**src/rtl/pwm2_pkg.sv**
```systemverilog
package pwm2_pkg;
    parameter int unsigned NCH = 2;   // channel count (at most 4 byte lanes)
    parameter int unsigned DW  = 32;  // register and counter width
    parameter int unsigned AW  = 12;  // bus byte-address width

    localparam int unsigned CHW       = (NCH > 1) ? $clog2(NCH) : 1;
    localparam int unsigned CTRL_OFF  = 'h000;
    localparam int unsigned PER_BASE  = 'h010;
    localparam int unsigned DUTY_BASE = 'h014;
    localparam int unsigned STRIDE    = 'h010;
    localparam int unsigned LANE_W    = 8;
    localparam int unsigned EN_BIT    = 0;
    localparam int unsigned POL_BIT   = 4;
    localparam int unsigned MODE_BIT  = 7;
    localparam int unsigned MIN_PER   = 2;

    typedef struct packed {
        logic mode;
        logic pol;
        logic en;
    } ch_cfg_t;

    typedef enum logic [1:0] {SEL_NONE, SEL_CTRL, SEL_PER, SEL_DUTY} reg_kind_t;

    typedef struct packed {
        reg_kind_t        kind;
        logic [CHW-1:0]   ch;
    } reg_sel_t;

    function automatic reg_sel_t decode_addr(input logic [AW-1:0] a);
        reg_sel_t s;
        s.kind = SEL_NONE;
        s.ch   = '0;
        if (a == AW'(CTRL_OFF)) s.kind = SEL_CTRL;
        for (int c = 0; c < NCH; c++) begin
            if (a == AW'(PER_BASE + c * STRIDE)) begin
                s.kind = SEL_PER;
                s.ch   = CHW'(c);
            end
            if (a == AW'(DUTY_BASE + c * STRIDE)) begin
                s.kind = SEL_DUTY;
                s.ch   = CHW'(c);
            end
        end
        return s;
    endfunction

    function automatic logic [DW-1:0] clamp_period(input logic [DW-1:0] p);
        return (p < DW'(MIN_PER)) ? DW'(MIN_PER) : p;
    endfunction
endpackage

```
**src/rtl/pwm2_regs.sv**
```systemverilog
module pwm2_regs
    import pwm2_pkg::*;
(
    input  logic                    clk,
    input  logic                    rst,
    input  logic [AW-1:0]           addr,
    input  logic                    wr_en,
    input  logic [DW-1:0]           wr_data,
    input  logic                    rd_en,
    output logic [DW-1:0]           rd_data,
    output ch_cfg_t [NCH-1:0]       cfg_o,
    output logic [NCH-1:0][DW-1:0]  per_o,
    output logic [NCH-1:0][DW-1:0]  duty_o
);
    logic [DW-1:0]          ctrl_q;
    logic [NCH-1:0][DW-1:0] per_q;
    logic [NCH-1:0][DW-1:0] duty_q;
    reg_sel_t               sel;
    logic [DW-1:0]          rd_val;

    assign sel = decode_addr(addr);

    always_comb begin
        unique case (sel.kind)
            SEL_CTRL: rd_val = ctrl_q;
            SEL_PER:  rd_val = per_q[sel.ch];
            SEL_DUTY: rd_val = duty_q[sel.ch];
            default:  rd_val = '0;
        endcase
    end

    always_ff @(posedge clk) begin
        if (rst) begin
            ctrl_q  <= '0;
            per_q   <= '0;
            duty_q  <= '0;
            rd_data <= '0;
        end else begin
            if (wr_en) begin
                unique case (sel.kind)
                    SEL_CTRL: ctrl_q         <= wr_data;
                    SEL_PER:  per_q[sel.ch]  <= wr_data;
                    SEL_DUTY: duty_q[sel.ch] <= wr_data;
                    default:  ;
                endcase
            end
            if (rd_en) rd_data <= rd_val;
        end
    end

    for (genvar c = 0; c < NCH; c++) begin : g_lane
        assign cfg_o[c].en   = ctrl_q[c * LANE_W + EN_BIT];
        assign cfg_o[c].pol  = ctrl_q[c * LANE_W + POL_BIT];
        assign cfg_o[c].mode = ctrl_q[c * LANE_W + MODE_BIT];
    end

    assign per_o  = per_q;
    assign duty_o = duty_q;

    AST_RD_UNMAPPED: assert property (@(posedge clk) disable iff (rst)
        $past(rd_en) && (decode_addr($past(addr)).kind == SEL_NONE) |-> rd_data == '0);
endmodule

```
**src/rtl/pwm2_chan.sv**
```systemverilog
module pwm2_chan
    import pwm2_pkg::*;
(
    input  logic          clk,
    input  logic          rst,
    input  ch_cfg_t       cfg,
    input  logic [DW-1:0] period,
    input  logic [DW-1:0] duty,
    output logic          pwm_o
);
    logic          active;
    logic [DW-1:0] cnt;
    logic [DW-1:0] per_act;
    logic [DW-1:0] duty_act;
    logic          at_end;

    assign active = cfg.en & cfg.mode;
    assign at_end = (cnt >= per_act - DW'(1));

    always_ff @(posedge clk) begin
        if (rst) begin
            cnt      <= '0;
            per_act  <= DW'(MIN_PER);
            duty_act <= '0;
        end else if (!active || at_end) begin
            cnt      <= '0;
            per_act  <= clamp_period(period);
            duty_act <= duty;
        end else begin
            cnt      <= cnt + DW'(1);
        end
    end

    assign pwm_o = (active && (cnt < duty_act)) ^ cfg.pol;

    AST_CNT_IN_RANGE: assert property (@(posedge clk) disable iff (rst)
        active |-> cnt < per_act);
    AST_WRAP_TO_ZERO: assert property (@(posedge clk) disable iff (rst)
        active && $past(active) && ($past(cnt) == $past(per_act) - DW'(1)) |-> cnt == '0);
    AST_MIN_PERIOD: assert property (@(posedge clk) disable iff (rst)
        per_act >= DW'(MIN_PER));
    AST_START_ZERO: assert property (@(posedge clk) disable iff (rst)
        active && !$past(active) |-> cnt == '0);
    AST_SHADOW_HOLD: assert property (@(posedge clk) disable iff (rst)
        active && $past(active) && cnt != '0 |-> $stable(per_act) && $stable(duty_act));
endmodule

```
**src/rtl/pwm2_top.sv**
```systemverilog
module pwm2_top
    import pwm2_pkg::*;
(
    input  logic           clk,
    input  logic           rst,
    input  logic [AW-1:0]  bus_addr,
    input  logic           bus_wr_en,
    input  logic [DW-1:0]  bus_wr_data,
    input  logic           bus_rd_en,
    output logic [DW-1:0]  bus_rd_data,
    output logic [NCH-1:0] pwm_o
);
    ch_cfg_t [NCH-1:0]      cfg;
    logic [NCH-1:0][DW-1:0] per;
    logic [NCH-1:0][DW-1:0] duty;

    pwm2_regs u_regs (
        .clk     (clk),
        .rst     (rst),
        .addr    (bus_addr),
        .wr_en   (bus_wr_en),
        .wr_data (bus_wr_data),
        .rd_en   (bus_rd_en),
        .rd_data (bus_rd_data),
        .cfg_o   (cfg),
        .per_o   (per),
        .duty_o  (duty)
    );

    for (genvar c = 0; c < NCH; c++) begin : g_ch
        pwm2_chan u_chan (
            .clk    (clk),
            .rst    (rst),
            .cfg    (cfg[c]),
            .period (per[c]),
            .duty   (duty[c]),
            .pwm_o  (pwm_o[c])
        );
    end
endmodule

```
**config.mk**
```make
export PLATFORM = sky130hd
export DESIGN_NAME = pwm2_top
export DESIGN_NICKNAME = d
export VERILOG_FILES = /design/src/rtl/pwm2_pkg.sv /design/src/rtl/pwm2_regs.sv /design/src/rtl/pwm2_chan.sv /design/src/rtl/pwm2_top.sv
export SDC_FILE = /design/constraint.sdc
export NUM_CORES = 1
export LEC_CHECK = 0
export ABC_AREA = 0
export ABC_CLOCK_PERIOD_IN_PS = 3540
export BUFFER_PORTS_ARGS = -buffer_cell sky130_fd_sc_hd__buf_2
export CAP_MARGIN = 0
export CORE_MARGIN = 8
export CORE_UTILIZATION = 32
export CTS_BUF_LIST = sky130_fd_sc_hd__clkbuf_8
export CTS_CLUSTER_DIAMETER = 50
export CTS_CLUSTER_SIZE = 28
export DETAILED_ROUTE_END_ITERATION = 16
export SYNTH_ARGS = -nofsm -noshare
export SYNTH_HDL_FRONTEND = slang
export SYNTH_SLANG_ARGS = --single-unit
```
**constraint.sdc**
```tcl
create_clock -name clk -period 3.54 [get_ports clk]
set_input_delay 0.708 -clock clk [delete_from_list [all_inputs] [get_ports clk]]
set_output_delay 0.708 -clock clk [all_outputs]
set_load 0.1 [all_outputs]
```
# Word level (Yosys, flattened, before mapping)

Index checks and enable logic that the tools add are counted.

Add/subtract/negate cells: 4
$lt $le $gt $ge: 8
Eq/ne operators: 7
Muxes and demuxes: 16
Bitwise logic cells: 4
Reduce and logical (&&, ||, !) cells: 13

Operators by type and width:

| operator                | count |
|---|---|
| $mux W32                | 7 |
| $bwmux W64              | 2 |
| $pmux W32 S3            | 1 |
| $add A32 B1 Y32 const B | 2 |
| $ge A32 B32 Y1          | 2 |
| $lt A32 B2 Y1 const B   | 2 |
| $lt A32 B32 Y1          | 2 |
| $sub A32 B1 Y32 const B | 2 |
| $demux W32 S1           | 1 |
| $eq A12 B5 Y1 const B   | 2 |
| $eq A12 B6 Y1 const B   | 2 |
| $logic_not A12 Y1       | 1 |
| $mux W3                 | 4 |
| $reduce_and A2 Y1       | 3 |
| $eq A2 B2 Y1 const B    | 2 |
| $reduce_or A2 Y1        | 2 |
| $logic_and A1 B1 Y1     | 3 |
| $and A1 B1 Y1           | 2 |
| $eq A2 B1 Y1 const B    | 1 |
| $logic_not A1 Y1        | 2 |
| $logic_or A1 B1 Y1      | 2 |
| $lt A1 B2 Y1 const B    | 1 |
| $xor A1 B1 Y1           | 2 |
| $ge A1 B1 Y1 const B    | 1 |
| $mux W1                 | 1 |

Register bits: 384
Output and inout port bits: 34
Logic and storage cells: 64

# Depth between registers and ports, before layout

Gate-level depths: netlist of run 1.

Depth in word-level cells: 11
Depth in mapped cells: 17

# Modules after synthesis

A second synthesis of run 1 with hierarchy kept.

Cells, all modules: 2293
Area total of the unflattened synthesis: 21341.7 sq um

Modules (own cells, without submodules):

| module                     | times used | cells each | area an instance (sq um) | seq. area each (sq um) |
|---|---|---|---|---|
| pwm2_regs                  | 1          | 837        | 8647.0                   | 3843.7 |
| pwm2_chan (g_ch[1].u_chan) | 1          | 717        | 6372.4                   | 1921.8 |
| pwm2_chan (g_ch[0].u_chan) | 1          | 739        | 6322.3                   | 1921.8 |

# Worst setup path before layout of run 1

No wires, ideal clock.

Path type: register -> register
Start point: reg g_ch[0].u_chan.per_act[16]
End point: reg g_ch[0].u_chan.duty_act[0]
Data arrival time: 3.730 ns
Data required time: 3.468 ns
Slack: -0.261 ns
Stages on the path, launching flop included: 17
Cells stage by stage: dfxtp_1 or4_1 nor3_1 nand4_1 or2_1 nor3_1 xnor2_1 ha_1 a21o_1 a21oi_1 o22ai_1 a2111oi_0 o21a_1 buf_2 buf_2 buf_2 mux2i_1

Longest elaborated chain between the ends: 3

RTL lines:

| what                     | RTL line        | source |
|---|---|---|
| start: declaration       | pwm2_chan.sv:13 | `logic [DW-1:0] per_act;` |
| start signal: assignment | pwm2_chan.sv:23 | `per_act <= DW'(MIN_PER);` |
| start signal: assignment | pwm2_chan.sv:27 | `per_act <= clamp_period(period);` |
| $sub A32 B1 Y32          | pwm2_chan.sv:18 | `assign at_end = (cnt >= per_act - DW'(1));` |
| $ge A32 B32 Y1           | pwm2_chan.sv:18 |  |
| $logic_or A1 B1 Y1       | pwm2_chan.sv:25 | `end else if (!active \|\| at_end) begin` |
| end signal: assignment   | pwm2_chan.sv:28 | `duty_act <= duty;` |
| end: declaration         | pwm2_chan.sv:14 | `logic [DW-1:0] duty_act;` |

Every way passes these cells.
A chain may end at the register's enable or synchronous reset.

# Worst setup path in the final report of run 1

Start point: reg g_ch[1].u_chan.per_act[11]
End point: reg g_ch[1].u_chan.duty_act[12]

Longest elaborated chain between the ends: 3

RTL lines:

| what                     | RTL line |
|---|---|
| start: declaration       | pwm2_chan.sv:13 |
| start signal: assignment | pwm2_chan.sv:23 |
| start signal: assignment | pwm2_chan.sv:27 |
| $sub A32 B1 Y32          | pwm2_chan.sv:18 |
| $ge A32 B32 Y1           | pwm2_chan.sv:18 |
| $logic_or A1 B1 Y1       | pwm2_chan.sv:25 |
| end signal: assignment   | pwm2_chan.sv:28 |
| end: declaration         | pwm2_chan.sv:14 |

Every way passes these cells.

==> flow_metrics.tcl, run 1 <==
set metrics [dict create \
    status "finished, violations left" \
    violations "setup timing" \
    max_freq_ghz 0.252 \
    synth-main-ff-cell "dfxtp_1" \
    cts_root_buffer "clkbuf_8" \
    stdcell_count 3431 \
    layout.nets 2730 \
    seq_area_frac_synth_pct 37.8 \
    grt_overflow 0 \
    drcViolationCount 0 \
    synth_xor_area_share_pct 5.21 \
    portBuffers 81 \
    critPathMaxStageDelay_ps 540 \
    clk_latency_ps 680 \
    finalCritPeriodShare_pct 112 \
    worst_pin_slew_ps 904 \
    firstDrtPassIters 6 \
    die_w_um 268 \
    critPathBufInv 2 \
    final_hold_viol_count 0 \
    r2r_start "g_ch[1].u_chan.per_act[11]$_SDFFE_PP0P_" \
    async_reset_ff_share_pct 0 \
    die_area_mm2 0.0719 \
    wirelength_um 63500 \
    die_h_um 268 \
    rsz0062_at_grt "true" \
    worst_hold_startpoint "bus_wr_data[12]" \
    syn-cell-area_mm2 0.0203 \
    first_iter_violations 1482 \
    crit_top_cell "or4_4" \
    post-dp-hpwl_um 43100 \
    wl_per_cell_um 18.5 \
    drive_above_1_share_pct 19.4 \
    critPathTopFamily "simple AND/OR/NAND/NOR gates" \
    ys_ff_latch 384 \
    synth_fa_ha_area_share_pct 7.99 \
    fin_skew_ps 77.9 \
    synth_top_family_by_area "simple AND/OR/NAND/NOR gates" \
    synth_edf_count 0 \
    worstSetupStartpointType "flop" \
    crit_required_ps 4110 \
    viasPerCell 5.17 \
    cts_buffer_depth 3 \
    grt_use_met2_pct 26.3 \
    grt_pass1_wl_um 97800 \
    cts_tree "done" \
    ant_nets 0 \
    first_global_vias 17700 \
    synth-compound-area-share_pct 9.38 \
    start_util_pct 32.3 \
    grt-busiest-layer "met2" \
    min_path_type "primary input to flop" \
    p_total_uw 7940 \
    grt_use_met3_pct 3.86 \
    cts.sinks 384 \
    cellPowerDensity_mw_per_mm2 315 \
    syn_avg_cell_area_um2 8.44 \
    use_met1_pct 23.2 \
    syn2layout_area_growth_pct 23.9 \
    endpoint_kind "flop" \
    cp_max_fo 7 \
    maxCapViolCount 0 \
    pre_cts_ws_ps -399 \
    final.setup.worst_slack_ps -431 \
    synth_warnings 0 \
    crit_start "g_ch[1].u_chan.per_act[11]$_SDFFE_PP0P_" \
    stdcell_area_mm2 0.0252 \
    placed_cell_area_mm2 0.0223 \
    slew_violations 0 \
    crit_chain "or4_4, or4_4, or3_4, nor3_4, xnor2_2, ha_1, and4_4, a221oi_4, o2111ai_4, a31oi_4, buf_12, clkbuf_16, mux2i_1" \
    clk_pin_slew_worst_paths_ps 130 \
    synth_mux_area_share_pct 9.46 \
    post-route-min-period_ps 3970 \
    p_leak_uw 0.00914 \
    vdd_drop_max_uv 234 \
    worstPathArrival_ps 4540 \
    ys_types 64 \
    fp.coreArea_mm2 0.0630 \
    slowest_stage "or4_4" \
    grt_max_degree 151 \
    num_vias 17700 \
    worstSetupPathType "flop to flop" \
    syn-num-nets 2589 \
    cts_buffers 40 \
    routabilityCongestion 0.880 \
    synthSimpleGateAreaFrac_pct 26.0 \
    boundaryPins 82 \
    grt_antenna_before_repair 7 \
    syn_inst 2411 \
    row_count 92 \
    track_usage_pct 17.0 \
    slew_headroom_pct 39.7 \
    setup_viol_count_final 194 \
    h-tree-depth 2 \
    placed_cells 3310 \
]
[per-layer routing]
layer / part of all wire, % / wire (um)
met4: 2.6 / 1630
met1: 46 / 28900
met3: 8.3 / 5290
met5: 0.061 / 39
met2: 44 / 27600
[timing repair]
item                       CTS  global route
hold buffers                 0             0
pin swaps                   22            59
setup endpoints to repair  194           194
cloned                      13             9
resized for setup          128           128
setup buffers               18             9
[synthesized netlist by cell type (3+ instances only)]
cell type,number,share of area [%]
a211oi_1,6,0.22
a21o_1,6,0.22
a21oi_1,237,5.8
a221oi_1,3,0.13
a31oi_1,5,0.15
and2_1,4,0.12
and3_1,19,0.58
and4_1,15,0.65
buf_1,3,0.055
buf_2,37,0.91
clkbuf_1,92,1.7
dfxtp_1,384,38
ha_1,130,8.0
inv_1,76,1.4
mux2i_1,190,9.3
nand2_1,428,7.9
nand2b_1,254,7.8
nand3_1,35,0.86
nand4_1,28,0.86
nor2_1,83,1.5
nor2b_1,10,0.31
nor3_1,63,1.5
nor3_2,6,0.30
nor3b_1,32,1.2
nor4_1,25,0.77
o2111ai_1,3,0.13
o21a_1,3,0.11
o21ai_0,22,0.54
o221ai_1,33,1.4
or2_2,5,0.15
or3_1,12,0.37
or4_1,3,0.11
xnor2_1,61,2.6
xor2_1,60,2.6
[power breakdown]
group	internal [uW]	switching, uW	total, uW
clock network	1330	2060	3390
logic	78.9	156	235
registers	4320	0.289	4320
total	5730	2220	7940
[sequential cells by signal, indices dropped and copies added (netlist names)]
name and flops:
g_ch.u_chan.cnt 64, u_regs.per_o 64, u_regs.rd_data 32, g_ch.u_chan.per_act 64, u_regs.duty_o 64, u_regs.ctrl_q 32
g_ch.u_chan.duty_act 64
[per-stage QoR]
| step | hold slack [ps] | util, % | TNS [ps] |
|---|---|---|---|
| final | 301 | 40.0 | -51090 |
| after global routing | 271 | 40.0 | -83000 |
| after CTS | 242 | 38.7 | -45040 |
| after detailed placement | 447 | 35.4 | -55880 |
| after global placement | 442 | 35.4 | -48720 |
| after floorplan | 436 | - | -2260 |
[layout make-up]
type / instances / area [um2]
timing repair buffer: 233 / 2290
clock inverter: 30 / 380
fill: 6216 / 37800
multi-input combinational: 1816 / 12900
sequential: 384 / 7730
antenna: 2 / 5.00
inverter: 77 / 289
tap: 846 / 1060
clock buffer: 43 / 592
[kinds of logic (layout without fill, tap and decap cells)]
| family | Yosys count | count (layout) |
|---|---|---|
| and+or+nand+nor | 1040 | 1040 |
| DFF | 384 | 384 |
| AOI/OAI and AO/OA | 333 | 333 |
| buffers and inverters | 211 | 383 |
| muxes | 192 | 192 |
| adders and majority gates | 130 | 130 |
| xor gates and xnor gates | 121 | 121 |
| other | 0 | 2 |
[worst paths after layout]
path         depth (start not counted)  slack, ps                                        to
min                                  3        300            u_regs.duty_o[12]$_SDFFE_PP0P_
max reg2reg                         13       -430  g_ch[1].u_chan.duty_act[12]$_SDFFE_PP0P_
min reg2reg                          2        460             u_regs.ctrl_q[6]$_SDFFE_PP0P_
max                                 13       -430  g_ch[1].u_chan.duty_act[12]$_SDFFE_PP0P_
[worst reg2reg max path, cell delays in order, from the launching register on]
cell,delay (ps)
dfxtp_2,330
or4_4,540
or4_4,460
or3_4,450
nor3_4,160
xnor2_2,140
ha_1,260
and4_4,200
a221oi_4,340
o2111ai_4,170
a31oi_4,290
buf_12,180
clkbuf_16,170
mux2i_1,200
[cells in the final DEF, fill, tap and decap left out, types with 43 or more instances in the layout]
master,count
buf_2,78
clkbuf_8,43
nor2_1,77
a21oi_1,230
buf_4,98
ha_1,116
nand2_1,428
xor2_1,59
mux2i_1,186
xnor2_1,58
dfxtp_1,346
nand2b_1,254
inv_1,71
Power figures use the tool's default switching activity.
==> inputs of run 2 (changes only) <==
--- a/config.mk
+++ b/config.mk
@@ -15,6 +15,8 @@
 export CTS_CLUSTER_DIAMETER = 50
 export CTS_CLUSTER_SIZE = 28
 export DETAILED_ROUTE_END_ITERATION = 16
+export SETUP_SLACK_MARGIN = 0.02
+export SKIP_CTS_REPAIR_TIMING = 1
 export SYNTH_ARGS = -nofsm -noshare
 export SYNTH_HDL_FRONTEND = slang
 export SYNTH_SLANG_ARGS = --single-unit
==> run 2 against run 1 <==
The flow still finishes with violations (setup timing). Clock power shrank 5%. Register-to-register slack improved by 80 ps. Final cell count is the same. Utilization is 1.2 points lower. Largest power group unchanged. First-iteration DRC count decreased by 5.6%. Worst setup slack better by 84 ps. Power shrank 2.0%. Hold slack improved by 21 ps.
==> flow_metrics.tcl, run 2 (synthesis results as in run 1) <==
set metrics [dict create \
    final_hold_viol_count 0 \
    max_freq_ghz 0.257 \
    stdcell_count 3431 \
    cellPowerDensity_mw_per_mm2 319 \
    finalCritPeriodShare_pct 110 \
    h-tree-depth 2 \
    die_h_um 268 \
    viasPerCell 5.12 \
    cts_buffer_depth 3 \
    die_area_mm2 0.0719 \
    worst_pin_slew_ps 853 \
    violations "setup timing" \
    boundaryPins 82 \
    crit_start "g_ch[1].u_chan.per_act[11]$_SDFFE_PP0P_" \
    layout.nets 2730 \
    syn2layout_area_growth_pct 20.1 \
    start_util_pct 32.3 \
    fp.coreArea_mm2 0.0630 \
    routabilityCongestion 0.898 \
    slew_headroom_pct 42.7 \
    crit_required_ps 4110 \
    drcViolationCount 0 \
    vdd_drop_max_uv 272 \
    cts_root_buffer "clkbuf_8" \
    worstPathArrival_ps 4450 \
    rr_worst_depth 13 \
    wirelength_um 62800 \
    r2r_setup_slack_ps -350 \
    post-dp-hpwl_um 44400 \
    drive_above_1_share_pct 17.1 \
    min_path_type "primary input to flop" \
    status "finished, violations left" \
    r2r-end "g_ch[1].u_chan.per_act[24]$_SDFFE_PP0P_" \
    die_w_um 268 \
    final.setup.worst_slack_ps -347 \
    clk_pin_slew_worst_paths_ps 130 \
    placed_cells 3330 \
    post-route-min-period_ps 3890 \
    setup_viol_count_final 194 \
    worstSetupStartpointType "flop" \
    final_core_util_pct 38.8 \
    ant_nets 0 \
    p_leak_uw 0.00878 \
    cts.sinks 384 \
    endpoint_kind "flop" \
    slew_violations 0 \
    num_vias 17600 \
    grt_pass1_wl_um 93700 \
    rsz0062_at_grt "true" \
    clk_latency_ps 650 \
    first_iter_violations 1399 \
    fin_skew_ps 47.8 \
    grt_overflow 0 \
    worstSetupPathType "flop to flop" \
    pre_cts_ws_ps -404 \
    placed_cell_area_mm2 0.0224 \
    row_count 92 \
    crit_end "g_ch[1].u_chan.per_act[24]$_SDFFE_PP0P_" \
    wl_per_cell_um 18.3 \
    first_global_vias 16800 \
    r2r_start "g_ch[1].u_chan.per_act[11]$_SDFFE_PP0P_" \
    grt_antenna_before_repair 9 \
    cts_buffers 37 \
    portBuffers 81 \
    maxCapViolCount 0 \
    stdcell_area_mm2 0.0244 \
    track_usage_pct 16.3 \
    grt_max_degree 152 \
    final_common_cell "nand2_1" \
    cts_tree "done" \
    firstDrtPassIters 6 \
    cp_max_fo 7 \
    p_total_uw 7790 \
    layout_common_cells "428 x nand2_1, 362 x dfxtp_1, 254 x nand2b_1" \
]
[run 2: how the worst min path moves through the flow]
stage | startpoint | endpoint | slack [ps] | cells after the start
6_report | bus_wr_data[12] | u_regs.duty_o[12]$_SDFFE_PP0P_ | 320 | 3
5_1_grt | bus_wr_data[12] | u_regs.per_o[12]$_SDFFE_PP0P_ | 290 | 3
4_1_cts | bus_wr_data[12] | u_regs.duty_o[12]$_SDFFE_PP0P_ | 280 | 3
3_5_place_dp | u_regs.ctrl_q[27]$_SDFFE_PP0P_ | u_regs.ctrl_q[27]$_SDFFE_PP0P_ | 450 | 2
3_3_place_gp | u_regs.ctrl_q[19]$_SDFFE_PP0P_ | u_regs.ctrl_q[19]$_SDFFE_PP0P_ | 440 | 2
2_1_floorplan | u_regs.ctrl_q[30]$_SDFFE_PP0P_ | u_regs.ctrl_q[30]$_SDFFE_PP0P_ | 440 | 2
[run 2: cell type report]
| class | instances | area (um2) |
|---|---|---|
| clock buffer | 39 | 537 |
| multi-input combinational | 1816 | 12400 |
| fill | 6304 | 38500 |
| timing repair buffer | 236 | 2050 |
| clock inverter | 28 | 353 |
| tap | 846 | 1060 |
| sequential | 384 | 7720 |
| inverter | 77 | 292 |
| antenna | 5 | 12.5 |
[run 2: worst max-delay path: stages, from the launching register on]
cell and delay [ps]:
dfxtp_2 340, or4_4 530, or4_4 480, or3_4 410, nor3_4 150, xnor2_1 140, ha_1 270, and4_4 220
a221oi_4 280, o2111ai_2 180, a31oi_4 260, buf_12 170, clkbuf_16 170, mux2i_1 200
[run 2: power by group]
group	internal [uW]	leakage, uW	switching, uW	total [uW]
Sequential	4320	0.00310	0.287	4320
Combinational	81.4	0.00522	154	235
Clock	1280	0.000453	1960	3230
Total	5670	0.00878	2110	7790
[run 2: stage by stage]
stage / hold slack, ps / TNS [ps]
2_1_floorplan: 436 / -1760
3_3_place_gp: 441 / -52380
3_5_place_dp: 447 / -56740
4_1_cts: 281 / -68340
5_1_grt: 294 / -85880
6_report: 322 / -53480
[run 2: layer usage]
metal / GRT usage [%] / part of all wire [%]
met1: 22.9 / 47
met4: 4.45 / 2.0
met2: 24.9 / 43
met3: 3.41 / 7.7
met5: 0 / 0.053
==> inputs of run 3 (changes only) <==
--- a/config.mk
+++ b/config.mk
@@ -15,6 +15,7 @@
 export CTS_CLUSTER_DIAMETER = 50
 export CTS_CLUSTER_SIZE = 28
 export DETAILED_ROUTE_END_ITERATION = 16
+export RECOVER_POWER = 100
 export SETUP_SLACK_MARGIN = 0.02
 export SKIP_CTS_REPAIR_TIMING = 1
 export SYNTH_ARGS = -nofsm -noshare
==> run 3 against run 2 <==
The run ends with capacitance limit, slew limit, setup timing left. Critical endpoint unchanged. First-iteration DRC count fell by 4.1%. Sequential share of layout area increased by 0.12 points. Utilization fell by 0.15 points. Clock skew grew 5.4 ps. Register-to-register slack is essentially flat. Non-clock buffer count stayed put.
==> flow_metrics.tcl, run 3 (synthesis results as in run 1) <==
set metrics [dict create \
    critPathMaxStageDelay_ps 530 \
    crit_start "g_ch[1].u_chan.per_act[11]$_SDFFE_PP0P_" \
    worstPathArrival_ps 4460 \
    boundaryPins 82 \
    fin_skew_ps 53.2 \
    drcViolationCount 0 \
    grt_max_degree 152 \
    critPathTopFamily "simple AND/OR/NAND/NOR gates" \
    grt_antenna_before_repair 9 \
    drive_above_1_share_pct 15.4 \
    cts_tree "done" \
    syn2layout_area_growth_pct 19.6 \
    maxCapViolCount 3 \
    wirelength_um 62800 \
    stdcell_area_mm2 0.0243 \
    p_leak_uw 0.00860 \
    crit_required_ps 4110 \
    firstDrtPassIters 5 \
    post-route-min-period_ps 3890 \
    ant_nets 0 \
    grt_overflow 0 \
    slew_headroom_pct -43.0 \
    worst_hold_startpoint "bus_wr_data[12]" \
    vdd_drop_max_uv 273 \
    cts_buffers 37 \
    slowest_stage "or4_4" \
    final_hold_viol_count 0 \
    min_path_type "primary input to flop" \
    placed_cell_area_mm2 0.0224 \
    first_iter_violations 1342 \
    wl_per_cell_um 18.3 \
    crit_chain "or4_4, or4_4, or3_4, nor3_4, xnor2_1, ha_1, and4_4, a221oi_4, o2111ai_2, a31oi_4, buf_12, clkbuf_16, mux2i_1" \
    portBuffers 81 \
    cts_buffer_depth 3 \
    endpoint_kind "flop" \
    layout_common_cells "428 x nand2_1, 362 x dfxtp_1, 254 x nand2b_1" \
    status "finished, violations left" \
    layout.nets 2730 \
    crit_top_cell "or4_4" \
    cts_root_buffer "clkbuf_8" \
    r2r_start "g_ch[1].u_chan.per_act[11]$_SDFFE_PP0P_" \
    finalCritPeriodShare_pct 110 \
    start_util_pct 32.3 \
    die_area_mm2 0.0719 \
    post-dp-hpwl_um 44400 \
    die_h_um 268 \
    violations "capacitance limit, slew limit, setup timing" \
    h-tree-depth 2 \
    rsz0062_at_grt "true" \
    fill_cells 6326 \
    worstSetupPathType "flop to flop" \
    slew_violations 99 \
    pre_cts_ws_ps -404 \
    worstSetupStartpointType "flop" \
    row_count 92 \
    cellPowerDensity_mw_per_mm2 320 \
    track_usage_pct 16.3 \
    clk_pin_slew_worst_paths_ps 130 \
    final_common_cell "nand2_1" \
    fin_hold_ws_ps 326 \
    cp_max_fo 7 \
    setup_viol_count_final 194 \
    final.setup.worst_slack_ps -350 \
    critPathBufInv 2 \
    grt_pass1_wl_um 93700 \
    cts.sinks 384 \
    max_freq_ghz 0.257 \
    final_core_util_pct 38.7 \
    routabilityCongestion 0.898 \
    clk_latency_ps 660 \
    fp.coreArea_mm2 0.0630 \
    viasPerCell 5.14 \
    num_vias 17600 \
    die_w_um 268 \
    worst_pin_slew_ps 2140 \
    first_global_vias 16800 \
]
run 3: where the power goes:
| group | switching (uW) | internal [uW] | total [uW] |
|---|---|---|---|
| logic | 153 | 81.3 | 235 |
| registers | 0.287 | 4320 | 4320 |
| clock network | 1960 | 1280 | 3240 |
| total | 2120 | 5670 | 7790 |
run 3: metal layers:
layer | global-route usage, % | wire [um]
met5 | 0 | 34
met1 | 22.9 | 29600
met4 | 4.45 | 1220
met2 | 24.9 | 27200
met3 | 3.41 | 4710
run 3: final timing paths:
kind,cells after the start,to,slack (ps)
max,13,g_ch[1].u_chan.per_act[24]$_SDFFE_PP0P_,-350
min,3,u_regs.duty_o[12]$_SDFFE_PP0P_,330
max reg2reg,13,g_ch[1].u_chan.per_act[24]$_SDFFE_PP0P_,-350
min reg2reg,2,u_regs.ctrl_q[14]$_SDFFE_PP0P_,460
run 3: cell type report:
| class | instances | area [um2] | area share (%) |
|---|---|---|---|
| antenna | 4 | 10.0 | 0.0411 |
| clock inverter | 28 | 353 | 1.45 |
| sequential | 384 | 7720 | 31.7 |
| timing repair buffer | 236 | 1980 | 8.12 |
| clock buffer | 39 | 537 | 2.21 |
| inverter | 77 | 292 | 1.20 |
| tap | 846 | 1060 | 4.35 |
| multi-input combinational | 1816 | 12400 | 50.9 |
run 3: worst register-to-register path, cell delays in order (launching register included):
cell and delay [ps]:
dfxtp_2 340, or4_4 530, or4_4 480, or3_4 410, nor3_4 150, xnor2_1 150
ha_1 270, and4_4 220, a221oi_4 280, o2111ai_2 180, a31oi_4 260, buf_12 170
clkbuf_16 170, mux2i_1 200
run 3: through the flow:
step / total power [uW] / instances / TNS [ps]
floorplan: 4530 / 2411 / -1760
finish: 7790 / 3430 / -54010
global placement: 4640 / 3330 / -52380
global route: 8060 / 3427 / -85880
CTS: 7870 / 3397 / -68340
detailed placement: 4640 / 3330 / -56740
